<file path="src/rtl/scb_pkg.sv">
package scb_pkg;

  localparam int CMD_W    = 16;
  localparam int OP_W     = 3;
  localparam int FLAG_N   = 4;
  localparam int ACK_LSB  = 12;
  localparam int CUC_LSB  = 8;
  localparam int RUC_LSB  = 4;
  localparam int SRST_BIT = 7;

  // flag index inside the 4-bit nibble (status bits 15:12)
  localparam int FLG_CX  = 3;
  localparam int FLG_FR  = 2;
  localparam int FLG_CNA = 1;
  localparam int FLG_RNR = 0;

  typedef enum logic [3:0] {
    CU_IDLE = 4'd0,
    CU_SUSP = 4'd1,
    CU_ACT  = 4'd2
  } cu_state_t;

  typedef enum logic [3:0] {
    RU_IDLE  = 4'd0,
    RU_SUSP  = 4'd1,
    RU_READY = 4'd4
  } ru_state_t;

  typedef enum logic [1:0] {
    DEC_IDLE  = 2'd0,
    DEC_FETCH = 2'd1,
    DEC_EXEC  = 2'd2
  } dec_state_t;

  typedef struct packed {
    logic [FLAG_N-1:0] ack;
    logic [OP_W-1:0]   cuc;
    logic [OP_W-1:0]   ruc;
    logic              srst;
  } cmd_fields_t;

  function automatic cmd_fields_t split_cmd(input logic [CMD_W-1:0] w);
    cmd_fields_t f;
    f.ack  = w[ACK_LSB +: FLAG_N];
    f.cuc  = w[CUC_LSB +: OP_W];
    f.ruc  = w[RUC_LSB +: OP_W];
    f.srst = w[SRST_BIT];
    return f;
  endfunction

endpackage

</file>
<file path="src/rtl/scb_attn_queue.sv">
module scb_attn_queue #(
  parameter int CNT_W = 3
) (
  input  logic clk,
  input  logic rst,
  input  logic attn,
  input  logic take,
  output logic pending
);
  localparam logic [CNT_W-1:0] CNT_MAX = {CNT_W{1'b1}};

  logic [CNT_W-1:0] cnt_q;
  logic             inc, dec;

  assign inc     = attn && (cnt_q != CNT_MAX || take);
  assign dec     = take && (cnt_q != '0);
  assign pending = (cnt_q != '0);

  always_ff @(posedge clk) begin
    if (rst) begin
      cnt_q <= '0;
    end else if (inc && !dec) begin
      cnt_q <= cnt_q + 1'b1;
    end else if (dec && !inc) begin
      cnt_q <= cnt_q - 1'b1;
    end
  end

  AST_TAKE_DRAINS_ONE: assert property (@(posedge clk) disable iff (rst)
    (take && !attn) |=> (cnt_q == $past(cnt_q) - 1'b1));

  AST_ATTN_COUNTED: assert property (@(posedge clk) disable iff (rst)
    (attn && !take && cnt_q != CNT_MAX) |=> (cnt_q == $past(cnt_q) + 1'b1));

endmodule

</file>
<file path="src/rtl/scb_unit_ctrl.sv">
module scb_unit_ctrl
  import scb_pkg::*;
#(
  parameter int OPW = OP_W
) (
  input  logic            clk,
  input  logic            rst,
  input  logic            apply,
  input  logic [OPW-1:0]  cuc,
  input  logic [OPW-1:0]  ruc,
  input  logic            soft_rst,
  input  logic            ev_cu_susp,
  input  logic            ev_ru_susp,
  output cu_state_t       cu_q,
  output ru_state_t       ru_q,
  output cu_state_t       cu_n,
  output logic            cu_left,
  output logic            ru_left,
  output logic            bad_op
);

  ru_state_t ru_n;

  always_comb begin
    cu_n    = cu_q;
    ru_n    = ru_q;
    cu_left = 1'b0;
    ru_left = 1'b0;
    bad_op  = 1'b0;
    if (ev_cu_susp) cu_n = CU_SUSP;
    if (ev_ru_susp) ru_n = RU_SUSP;
    if (apply) begin
      case (cuc)
        OPW'(0): ;
        OPW'(1): cu_n = CU_ACT;
        OPW'(4): begin
          cu_n    = CU_SUSP;
          cu_left = 1'b1;
        end
        default: bad_op = 1'b1;
      endcase
      case (ruc)
        OPW'(0): ;
        OPW'(1), OPW'(2): ru_n = RU_IDLE;
        OPW'(3), OPW'(4): begin
          ru_n    = RU_SUSP;
          ru_left = 1'b1;
        end
        default: bad_op = 1'b1;
      endcase
      if (soft_rst) begin
        cu_n    = CU_IDLE;
        ru_n    = RU_SUSP;
        cu_left = 1'b0;
        ru_left = 1'b0;
      end
    end
  end

  always_ff @(posedge clk) begin
    if (rst) begin
      cu_q <= CU_IDLE;
      ru_q <= RU_SUSP;
    end else begin
      cu_q <= cu_n;
      ru_q <= ru_n;
    end
  end

  AST_SRST_UNITS: assert property (@(posedge clk) disable iff (rst)
    (apply && soft_rst) |=> (cu_q == CU_IDLE && ru_q == RU_SUSP));

  AST_CU_ABORT: assert property (@(posedge clk) disable iff (rst)
    (apply && !soft_rst && cuc == OPW'(4)) |=> (cu_q == CU_SUSP));

  AST_RU_SUSP_EV: assert property (@(posedge clk) disable iff (rst)
    (ev_ru_susp && !(apply && (ruc == OPW'(1) || ruc == OPW'(2))))
      |=> (ru_q == RU_SUSP));

endmodule

</file>
<file path="src/rtl/scb_event_flags.sv">
module scb_event_flags #(
  parameter int NFLAG = 4
) (
  input  logic             clk,
  input  logic             rst,
  input  logic             apply,
  input  logic             soft_rst,
  input  logic [NFLAG-1:0] ack,
  input  logic [NFLAG-1:0] set,
  output logic [NFLAG-1:0] flags
);

  logic [NFLAG-1:0] clr_mask;

  assign clr_mask = apply ? ack : '0;

  always_ff @(posedge clk) begin
    if (rst) begin
      flags <= '0;
    end else if (apply && soft_rst) begin
      flags <= '0;
    end else begin
      flags <= (flags & ~clr_mask) | set;
    end
  end

  AST_ACK_CLEARS: assert property (@(posedge clk) disable iff (rst)
    (apply && !soft_rst && ((ack & ~set) != '0))
      |=> ((flags & $past(ack & ~set)) == '0));

  AST_SET_WINS: assert property (@(posedge clk) disable iff (rst)
    (!(apply && soft_rst) && set != '0) |=> ((flags & $past(set)) == $past(set)));

endmodule

</file>
<file path="src/rtl/scb_cmd_decoder.sv">
module scb_cmd_decoder
  import scb_pkg::*;
#(
  parameter int ATTN_CNT_W = 3
) (
  input  logic              clk,
  input  logic              rst,
  input  logic              cmd_wr,
  input  logic [CMD_W-1:0]  cmd_wdata,
  input  logic              attn,
  input  logic              list_busy,
  input  logic              ev_cmd_intr,
  input  logic              ev_frame,
  input  logic              ev_cu_susp,
  input  logic              ev_ru_susp,
  output logic [CMD_W-1:0]  cmd_word,
  output logic [CMD_W-1:0]  status_word,
  output logic              list_start,
  output logic              list_load,
  output logic              ptr_clear,
  output logic              op_err
);

  dec_state_t       st_q;
  cmd_fields_t      lat_q;
  logic             pending, take, apply;
  cu_state_t        cu_q, cu_n;
  ru_state_t        ru_q;
  logic             cu_left, ru_left, bad_op;
  logic [FLAG_N-1:0] flags, set_vec;

  assign take  = (st_q == DEC_IDLE) && pending;
  assign apply = (st_q == DEC_EXEC);

  scb_attn_queue #(.CNT_W(ATTN_CNT_W)) u_queue (
    .clk     (clk),
    .rst     (rst),
    .attn    (attn),
    .take    (take),
    .pending (pending)
  );

  always_ff @(posedge clk) begin
    if (rst) begin
      st_q     <= DEC_IDLE;
      lat_q    <= '0;
      cmd_word <= '0;
    end else begin
      case (st_q)
        DEC_IDLE:  if (pending) st_q <= DEC_FETCH;
        DEC_FETCH: begin
          lat_q <= split_cmd(cmd_word);
          st_q  <= DEC_EXEC;
        end
        default:   st_q <= DEC_IDLE;
      endcase
      if (cmd_wr) begin
        cmd_word <= cmd_wdata;
      end else if (st_q == DEC_FETCH) begin
        cmd_word <= '0;
      end
    end
  end

  scb_unit_ctrl #(.OPW(OP_W)) u_units (
    .clk        (clk),
    .rst        (rst),
    .apply      (apply),
    .cuc        (lat_q.cuc),
    .ruc        (lat_q.ruc),
    .soft_rst   (lat_q.srst),
    .ev_cu_susp (ev_cu_susp),
    .ev_ru_susp (ev_ru_susp),
    .cu_q       (cu_q),
    .ru_q       (ru_q),
    .cu_n       (cu_n),
    .cu_left    (cu_left),
    .ru_left    (ru_left),
    .bad_op     (bad_op)
  );

  always_comb begin
    set_vec          = '0;
    set_vec[FLG_CX]  = ev_cmd_intr;
    set_vec[FLG_FR]  = ev_frame;
    set_vec[FLG_CNA] = cu_left;
    set_vec[FLG_RNR] = ru_left || ev_ru_susp;
  end

  scb_event_flags #(.NFLAG(FLAG_N)) u_flags (
    .clk      (clk),
    .rst      (rst),
    .apply    (apply),
    .soft_rst (lat_q.srst),
    .ack      (lat_q.ack),
    .set      (set_vec),
    .flags    (flags)
  );

  assign status_word = {flags, cu_q, ru_q, 4'b0000};

  always_ff @(posedge clk) begin
    if (rst) begin
      list_start <= 1'b0;
      list_load  <= 1'b0;
      ptr_clear  <= 1'b0;
      op_err     <= 1'b0;
    end else begin
      list_start <= apply && (cu_n != CU_SUSP);
      list_load  <= apply && (cu_n != CU_SUSP) && (!list_busy || lat_q.srst);
      ptr_clear  <= apply && lat_q.srst;
      op_err     <= apply && bad_op;
    end
  end

  AST_START_ONE_CYCLE: assert property (@(posedge clk) disable iff (rst)
    list_start |=> !list_start);

  AST_START_NOT_SUSP: assert property (@(posedge clk) disable iff (rst)
    (list_start && !$past(ev_cu_susp)) |-> (status_word[11:8] != 4'd1));

  AST_LOAD_WITH_START: assert property (@(posedge clk) disable iff (rst)
    list_load |-> list_start);

  AST_ERR_ONE_CYCLE: assert property (@(posedge clk) disable iff (rst)
    op_err |=> !op_err);

  AST_CMD_CONSUMED: assert property (@(posedge clk) disable iff (rst)
    (st_q == DEC_FETCH && !cmd_wr) |=> (cmd_word == '0));

endmodule

</file>
<file path="config.mk">
export PLATFORM = sky130hd
export DESIGN_NAME = scb_cmd_decoder
export DESIGN_NICKNAME = d
export VERILOG_FILES = /design/src/rtl/scb_pkg.sv /design/src/rtl/scb_attn_queue.sv /design/src/rtl/scb_unit_ctrl.sv /design/src/rtl/scb_event_flags.sv /design/src/rtl/scb_cmd_decoder.sv
export SDC_FILE = /design/constraint.sdc
export NUM_CORES = 1
export LEC_CHECK = 0
export ABC_AREA = 0
export ABC_CLOCK_PERIOD_IN_PS = 1800
export BUFFER_PORTS_ARGS = -buffer_cell sky130_fd_sc_hd__buf_4
export CORE_ASPECT_RATIO = 1.25
export CORE_UTILIZATION = 45
export CTS_CLUSTER_DIAMETER = 50
export CTS_CLUSTER_SIZE = 28
export DETAILED_ROUTE_END_ITERATION = 7
export PLACE_DENSITY = 0.85
export SYNTH_ARGS = -nofsm -noshare
export SYNTH_HDL_FRONTEND = slang
export SYNTH_SLANG_ARGS = --single-unit
export TNS_END_PERCENT = 30
</file>
<file path="constraint.sdc">
create_clock -name clk -period 1.8 [get_ports clk]
set_clock_uncertainty 0.05 [all_clocks]
set_input_delay 0.27 -clock clk [delete_from_list [all_inputs] [get_ports clk]]
set_output_delay 0.27 -clock clk [all_outputs]
set_load 0.01 [all_outputs]
</file>
=== Word-level counts from Yosys, hierarchy flattened ===
Index checks and enable logic that the tools add are counted.

* Add/sub/neg operators: 2
* Equal/unequal tests: 11
* Mux-type cells: 24
* Bitwise operators: 3
* Reductions and logical operators: 26

{| class="wikitable"
|+ Operators by type and width
! operator !! number
|-
| $mux W16 || 2
|-
| $mux W4 || 7
|-
| $pmux W4 S2 || 2
|-
| $logic_and A1 B1 Y1 || 9
|-
| $mux W1 || 9
|-
| $eq A3 B1 Y1 const B || 2
|-
| $eq A3 B2 Y1 const B || 2
|-
| $eq A3 B3 Y1 const B || 2
|-
| $logic_not A3 Y1 || 2
|-
| $mux W3 || 2
|-
| $reduce_or A2 Y1 || 3
|-
| $reduce_or A5 Y1 || 1
|-
| $and A4 B4 Y4 || 1
|-
| $ne A4 B1 Y1 const B || 1
|-
| $not A4 Y4 || 1
|-
| $or A4 B4 Y4 || 1
|-
| $pmux W2 S2 || 1
|-
| $reduce_bool A2 Y1 || 2
|-
| $add A3 B1 Y3 const B || 1
|-
| $logic_not A1 Y1 || 3
|-
| $logic_or A1 B1 Y1 || 3
|-
| $ne A3 B3 Y1 const B || 1
|-
| $reduce_bool A3 Y1 || 1
|-
| $reduce_or A3 Y1 || 1
|-
| 6 further kinds || 6
|}

* Flip-flop bits (word level): 48
* Bits of input ports: 25
* Output and inout port bits: 36
* Word-level logic and storage cells: 80

=== Depth between registers and ports, before layout ===
Gate-level depths: netlist (run 1).

* Word-level depth: 8
* Gate-level depth with buffers: 8
* Depth with buffers taken out: 8

=== Cells and area by module ===
From an unflattened synthesis (run 1), not the netlist that was laid out.

* Cell total of the unflattened synthesis: 233
* Area, all modules: 2058.2 um^2

{| class="wikitable"
|+ Modules (own cells, without submodules)
! module !! times used !! cells each !! area an instance (um^2) !! sequential area each (um^2)
|-
| scb_cmd_decoder || 1 || 143 || 1252.5 || 660.6
|-
| scb_unit_ctrl || 1 || 52 || 462.9 || 160.2
|-
| scb_attn_queue || 1 || 18 || 172.7 || 60.1
|-
| scb_event_flags || 1 || 20 || 170.2 || 80.1
|}

=== Worst setup path after synthesis (run 1) ===
Ideal clock, no wire load.

* Kind: reg-to-reg
* Start point: register u_queue.cnt_q[0]
* End point: register u_queue.cnt_q[2]
* Library setup time: 70 ps
* Arrival time: 1824 ps
* Required time: 1680 ps
* Setup slack: -145 ps
* Stages on the path, launching flop included: 8
* Path buffers: 0
* Clock period less this slack: 1945 ps
* Cell sequence: dfxtp_1 > o31ai_1 > ha_1 > inv_1 > fa_1 > xor2_1 > or3_1 > a21oi_1

* Longest elaborated chain between the ends: 7
* Elaborated cells between the ends (all ways): 15
* Those cells by class: 2 x add/sub; 1 x eq/ne; 2 x mux; 10 x reduce/logical

{| class="wikitable"
|+ Ends and longest elaborated chain
! item !! RTL line !! text
|-
| from (decl) || scb_attn_queue.sv:12 || <nowiki>logic [CNT_W-1:0] cnt_q;</nowiki>
|-
| from (signal assigned) || scb_attn_queue.sv:23 || <nowiki>cnt_q <= cnt_q + 1'b1;</nowiki>
|-
| from (signal assigned) || scb_attn_queue.sv:25 || <nowiki>cnt_q <= cnt_q - 1'b1;</nowiki>
|-
| branches (longest 7 deep; another with $sub A3 B1 Y3) || n/a ||
|}

Parallel ways; which one is timed is not known. The select of a mux whose other input is x is not followed.
A chain may end at the register's enable or synchronous reset.

=== Worst setup path after layout (run 1) ===
Ends and elaborated chain as after synthesis.

==> flow_metrics.env, run 1 <==
export IMPL_status="finished with violations"
export IMPL_violations="negative setup slack"
export IMPL_wl_met3_um=214
export IMPL_root_buffer="clkbuf_8"
export IMPL_yosys_top_cells_area="dfxtp_1, a21oi_1, nand2_1"
export IMPL_die_area_um2=4604
export IMPL_grtUsageTotal_pct=20.68
export IMPL_viasPerCell=5.248
export IMPL_synth_async_reset_ratio_pct=0
export IMPL_synth_mux_area_share_pct=0.5131
export IMPL_path_class="flop to flop"
export IMPL_timing_fmax_mhz=522.9
export IMPL_cts_sinks=48
export IMPL_clk_pin_slew_ns=0.08
export IMPL_finalSetupViolations=1
export IMPL_synth_top_area_share_pct=49.26
export IMPL_io_pins=61
export IMPL_syn_inst=227
export IMPL_setup_slack_ns=-0.1125
export IMPL_first_pass_iters=5
export IMPL_powerDensity_nw_per_um2=1091
export IMPL_drive_gt1_share_pct=30.66
export IMPL_post_route_period_util_pct=106.3
export IMPL_final_cell_mix="buf_4, nand2_1, dfxtp_1"
export IMPL_finalPower_mw=2.828
export IMPL_ys_types=40
export IMPL_fillers=385
export IMPL_portBuffers=56
export IMPL_ys_ff_latch=48
export IMPL_die_h_um=75.61
export IMPL_synth_largest_area_cell="dfxtp_1"
export IMPL_gp_congestion=0.8573
export IMPL_first_iter_violations=81
export IMPL_grt_max_degree=44
export IMPL_start_kind="flop"
export IMPL_post_route_drc_count=0
export IMPL_synth_xor_area_share_pct=0.8980
export IMPL_yosys_area_share_simple_pct=23.86
export IMPL_nets=313
export IMPL_numCtsBuffers=5
export IMPL_path_cells="o31ai_4 > ha_2 > inv_2 > fa_2 > xor2_1 > or3_1 > a21oi_2"
export IMPL_place_inst=333
export IMPL_vias=1800
export IMPL_synthAdderAreaFrac_pct=1.668
export IMPL_maxSlewViolCount=0
export IMPL_synth_top_family_by_area="simple AND/OR/NAND/NOR gates"
export IMPL_cpLargestDelayFamily="adder cells"
export IMPL_clockBufferDepth=2
export IMPL_synthesis_area_um2=1951
export IMPL_highest_layer="met4"
export IMPL_worst_path_buf_inv=1
export IMPL_diodes=0
export IMPL_cp_end_kind="flop"
export IMPL_fin_crit_ns=1.913
export IMPL_clock_latency_ns=0.30
export IMPL_antenna_left=0
export IMPL_fp_dieW_um=60.89
export IMPL_htreeDepth=2
export IMPL_wl_um=4391
export IMPL_ys_seq_area_share_pct=49.26
export IMPL_worstPathArrival_ns=2.10
export IMPL_ctsHoldBuffers=0
export IMPL_ir_drop_uv=479.3
export IMPL_synth_compound_area_share_pct=17.77
export IMPL_row_count=26
export IMPL_hold_class="input port to flop"
export IMPL_rsz0062_at_grt="true"
export IMPL_synth_warnings=0
export IMPL_worstPathRequired_ns=1.98
export IMPL_wl_per_cell_um=12.80
export IMPL_ys_flop_type="dfxtp_1"
export IMPL_core_area_um2=4131
export IMPL_p_leak_nw=1.065
export IMPL_path_max_fanout=3
export IMPL_cts_tree="done"
export IMPL_dpl_hpwl_um=2997
export IMPL_grt_pass1_wl_um=7065
export IMPL_syn2layout_area_growth_pct=32.91
export IMPL_fin_cells=343
export IMPL_layout_commonest_cell="buf_4"
export IMPL_wl_met1_um=1822
export IMPL_slowest_stage="dfxtp_2"
export IMPL_hold_viol=0
export IMPL_grt_pass1_vias=1713
export IMPL_antenna_found_initial=0
export IMPL_wl_met2_um=2239
export IMPL_drv_cap=0
export IMPL_synth_edf_count=0
export IMPL_overflow=0
export IMPL_critPathMaxStageDelay_ns=0.35
export IMPL_avgSynthCellArea_um2=8.593
export IMPL_start_util_pct=47.21
timing repair:
item / CTS / global route
pin swaps: 2 / 2
resized for setup: 6 / 2
setup endpoints to repair: 1 / 1
buffers inserted: 1 / 1
logic make-up (layout without fill, tap and decap cells):
family                     Yosys count  in the layout
adders and majority gates            2              2
muxes                                1              1
xor gates and xnor gates             2              2
other                                1              4
and+or+nand+nor                     92             92
buffers and inverters               25             82
DFF                                 48             48
AOI/OAI and AO/OA                   56             56
registers in the layout, summed over array words and instances, names as in the netlist, 2 cells and up:
| name | cells |
|---|---|
| st_q | 2 |
| u_units.ru_q | 4 |
| u_queue.cnt_q | 3 |
| cmd_word | 16 |
| u_flags.flags | 4 |
| lat_q | 11 |
| u_units.cu_q | 4 |
synth_stat cells, drive strengths merged, types with 2 or more instances:
master / n
nand2b: 3
xor2: 2
nor3b: 2
or3: 2
a21oi: 35
a2111oi: 2
o21a: 3
inv: 7
nor2b: 2
nor4: 2
o22ai: 2
nor2: 12
clkbuf: 10
a21boi: 3
o31ai: 2
dfxtp: 48
a211oi: 2
nand3b: 16
buf: 8
o21ai: 2
nand2: 45
per-layer routing:
metal / GRT usage (%) / up-vias
met3: 5.263 / 11
met5: 0 / -
met4: 9.596 / 0
met1: 21.88 / 834
met2: 37.85 / 71
li1: - / 884
report_power, final:
| group | internal, mW | total [mW] | leakage, nW | switching (mW) |
|---|---|---|---|---|
| clock network | 0.412 | 0.756 | 0.0552 | 0.344 |
| logic | 0.402 | 0.828 | 0.617 | 0.426 |
| registers | 1.16 | 1.24 | 0.393 | 0.0852 |
| total | 1.97 | 2.83 | 1.07 | 0.855 |
layout make-up:
type                       instances  area, um^2  share of cell area (%)
clock buffer                       6       72.57                   2.799
tap                               56       70.07                   2.703
inverter                           7       26.28                   1.014
sequential                        48       964.7                   37.21
clock inverter                     2       35.03                   1.351
multi-input combinational        157       917.1                   35.38
timing repair buffer              67       506.7                   19.55
worst register-to-register path, delay by kind of cell (launching register included):
| family | cells | cell delay (ns) |
|---|---|---|
| and+or+nand+nor | 1 | 0.33 |
| DFF | 1 | 0.35 |
| buffers and inverters | 1 | 0.04 |
| AOI/OAI and AO/OA | 2 | 0.37 |
| xor gates and xnor gates | 1 | 0.16 |
| adders and majority gates | 2 | 0.55 |
stage by stage:
| step | instance area (um^2) | utilization [%] | setup TNS (ns) | setup slack, ns | hold WS (ns) |
|---|---|---|---|---|---|
| after global placement | 2444 | 59.15 | -0.03058 | -0.03058 | 0.3692 |
| after detailed placement | 2444 | 59.15 | -0.1275 | -0.1275 | 0.3818 |
| after CTS | 2580 | 62.45 | -0.1011 | -0.1011 | 0.1222 |
| final | 2592 | 62.75 | -0.1125 | -0.1125 | 0.1295 |
| after floorplan | 1973 | - | -0.03369 | -0.03369 | 0.2960 |
| after global routing | 2592 | 62.75 | -0.2005 | -0.2005 | 0.1213 |
worst paths after layout:
| path | from | endpoint | slack, ns | cells after the start |
|---|---|---|---|---|
| setup reg to reg | u_queue.cnt_q[0] | u_queue.cnt_q[2] | -0.11 | 7 |
| hold / removal | ev_frame | u_flags.flags[2] | 0.13 | 2 |
| setup / recovery | u_queue.cnt_q[0] | u_queue.cnt_q[2] | -0.11 | 7 |
| hold reg to reg | u_units.ru_q[3] | u_units.ru_q[3] | 0.39 | 2 |
No activity file was read; power rests on OpenSTA's default activity.
==> run 2, diff against run 1 <==
REMOVE_ABC_BUFFERS = 1   (was unset)
==> flow_metrics.env, run 2 (synthesis results as in run 1) <==
export IMPL_die_area_um2=4604
export IMPL_row_count=26
export IMPL_path_class="flop to flop"
export IMPL_ir_drop_uv=604.1
export IMPL_final_setup_tns_ns=-0.1241
export IMPL_fin_util_pct=62.05
export IMPL_clockBufferDepth=2
export IMPL_syn2layout_area_growth_pct=31.43
export IMPL_vias=1691
export IMPL_cpLargestDelayFamily="adder cells"
export IMPL_grt_pass1_vias=1542
export IMPL_fp_dieW_um=60.89
export IMPL_path_max_fanout=2
export IMPL_final_cell_mix="buf_4, dfxtp_1, nand2_1"
export IMPL_p_sw_uw=824.6
export IMPL_finalSetupViolations=1
export IMPL_timing_fmax_mhz=519.7
export IMPL_drive_gt1_share_pct=29.93
export IMPL_p_clk_share_pct=27.8
export IMPL_top_register="cmd_word"
export IMPL_core_area_um2=4131
export IMPL_post_route_period_util_pct=106.9
export IMPL_start_kind="flop"
export IMPL_cts_tree="done"
export IMPL_diodes=0
export IMPL_use_met1_pct=22.84
export IMPL_first_iter_violations=93
export IMPL_cts_sinks=48
export IMPL_hold_ws_ns=0.1236
export IMPL_post_route_drc_count=0
export IMPL_gp_congestion=0.7911
export IMPL_ff_latch_area_um2=963.4
export IMPL_hold_depth=2
export IMPL_hold_class="input port to flop"
export IMPL_hold_viol=0
export IMPL_grtUsageTotal_pct=19.26
export IMPL_htreeDepth=2
export IMPL_die_h_um=75.61
export IMPL_worstPathRequired_ns=1.99
export IMPL_ctsHoldBuffers=0
export IMPL_grt_max_degree=44
export IMPL_violations="negative setup slack"
export IMPL_viasPerCell=4.974
export IMPL_antenna_found_initial=0
export IMPL_multi_input_area_um2=908.4
export IMPL_clock_latency_ns=0.30
export IMPL_io_pins=61
export IMPL_fin_crit_ns=1.924
export IMPL_start_util_pct=47.21
export IMPL_clk_pin_slew_ns=0.08
export IMPL_powerDensity_nw_per_um2=1070
export IMPL_slowest_stage="dfxtp_2"
export IMPL_busiest_layer="met2"
export IMPL_status="finished with violations"
export IMPL_numCtsBuffers=5
export IMPL_layout_commonest_cell="buf_4"
export IMPL_root_buffer="clkbuf_8"
export IMPL_path_cells="o31ai_2 > ha_2 > inv_1 > fa_2 > xor2_1 > or3_1 > a21oi_2"
export IMPL_critPathMaxStageDelay_ns=0.33
export IMPL_intPower_mw=1.917
export IMPL_reg2reg_depth=7
export IMPL_dpl_hpwl_um=2712
export IMPL_worstPathArrival_ns=2.11
export IMPL_drv_cap=0
export IMPL_wl_um=3968
export IMPL_worst_path_buf_inv=1
export IMPL_setup_slack_ns=-0.1241
export IMPL_first_pass_iters=4
export IMPL_rsz0062_at_grt="true"
export IMPL_largestRegisters="cmd_word (16), lat_q (11)"
export IMPL_antenna_left=0
export IMPL_use_met2_pct=31.26
export IMPL_overflow=0
export IMPL_cp_end_kind="flop"
export IMPL_fillers=376
export IMPL_maxSlewViolCount=0
export IMPL_crit_cells=7
export IMPL_use_met3_pct=6.621
export IMPL_largest_register_ffs=16
export IMPL_grt_pass1_wl_um=6534
export IMPL_pwr_share_comb_pct=27.5
export IMPL_p_leak_nw=1.046
export IMPL_wl_per_cell_um=11.67
export IMPL_nets=310
export IMPL_portBuffers=56
export IMPL_p_seq_share_pct=44.7
export IMPL_switching_share_pct=30.07
## run 2: through the flow
step / total power [mW] / cells / setup WS (ns) / instance area [um^2]
5_1_grt: 2.916 / 340 / -0.1923 / 2564
2_1_floorplan: 1.635 / 212 / -0.1439 / 1874
4_1_cts: 2.770 / 340 / -0.1320 / 2556
3_3_place_gp: 1.926 / 332 / -0.1412 / 2425
6_report: 2.742 / 340 / -0.1241 / 2564
3_5_place_dp: 1.955 / 332 / -0.2246 / 2425
## run 2: per-layer routing
layer,part of all wire [%],wire length (um)
met1,45,1791
met3,5.8,229
met4,1.7,69
met5,0,0
met2,47,1878
## run 2: final timing paths
path	start	endpoint	slack [ns]
setup / recovery	u_queue.cnt_q[1]	u_queue.cnt_q[2]	-0.12
hold / removal	ev_frame	u_flags.flags[2]	0.12
setup reg to reg	u_queue.cnt_q[1]	u_queue.cnt_q[2]	-0.12
hold reg to reg	u_units.ru_q[3]	u_units.ru_q[3]	0.39
## run 2: layout make-up
| class | instances | share of cell area (%) |
|---|---|---|
| multi-input cells | 157 | 35.43 |
| clock inverters | 3 | 1.659 |
| well taps | 56 | 2.733 |
| inverters | 7 | 1.025 |
| clock buffers | 5 | 2.684 |
| flip-flops and latches | 48 | 37.58 |
| repair buffers | 64 | 18.89 |
## run 2: repair_timing
action                                  in CTS  in global routing
endpoints found under the setup margin       1                  2
buffers inserted                             0                  0
gates resized for setup                      7                  2
pin swaps                                    2                  0
## run 2: power groups by stage
stage	Clock (mW)	Sequential, mW	Combinational, mW
2_1_floorplan	0	1.26	0.373
3_3_place_gp	0	1.23	0.693
3_5_place_dp	0	1.24	0.715
4_1_cts	0.792	1.22	0.754
5_1_grt	0.840	1.24	0.836
6_report	0.762	1.23	0.754
## run 2: worst reg2reg max path: stages, from the launching register on
cell     delay (ns)
dfxtp_2        0.33
o31ai_2        0.28
ha_2           0.22
inv_1          0.05
fa_2           0.33
xor2_1         0.16
or3_1          0.32
a21oi_2        0.12
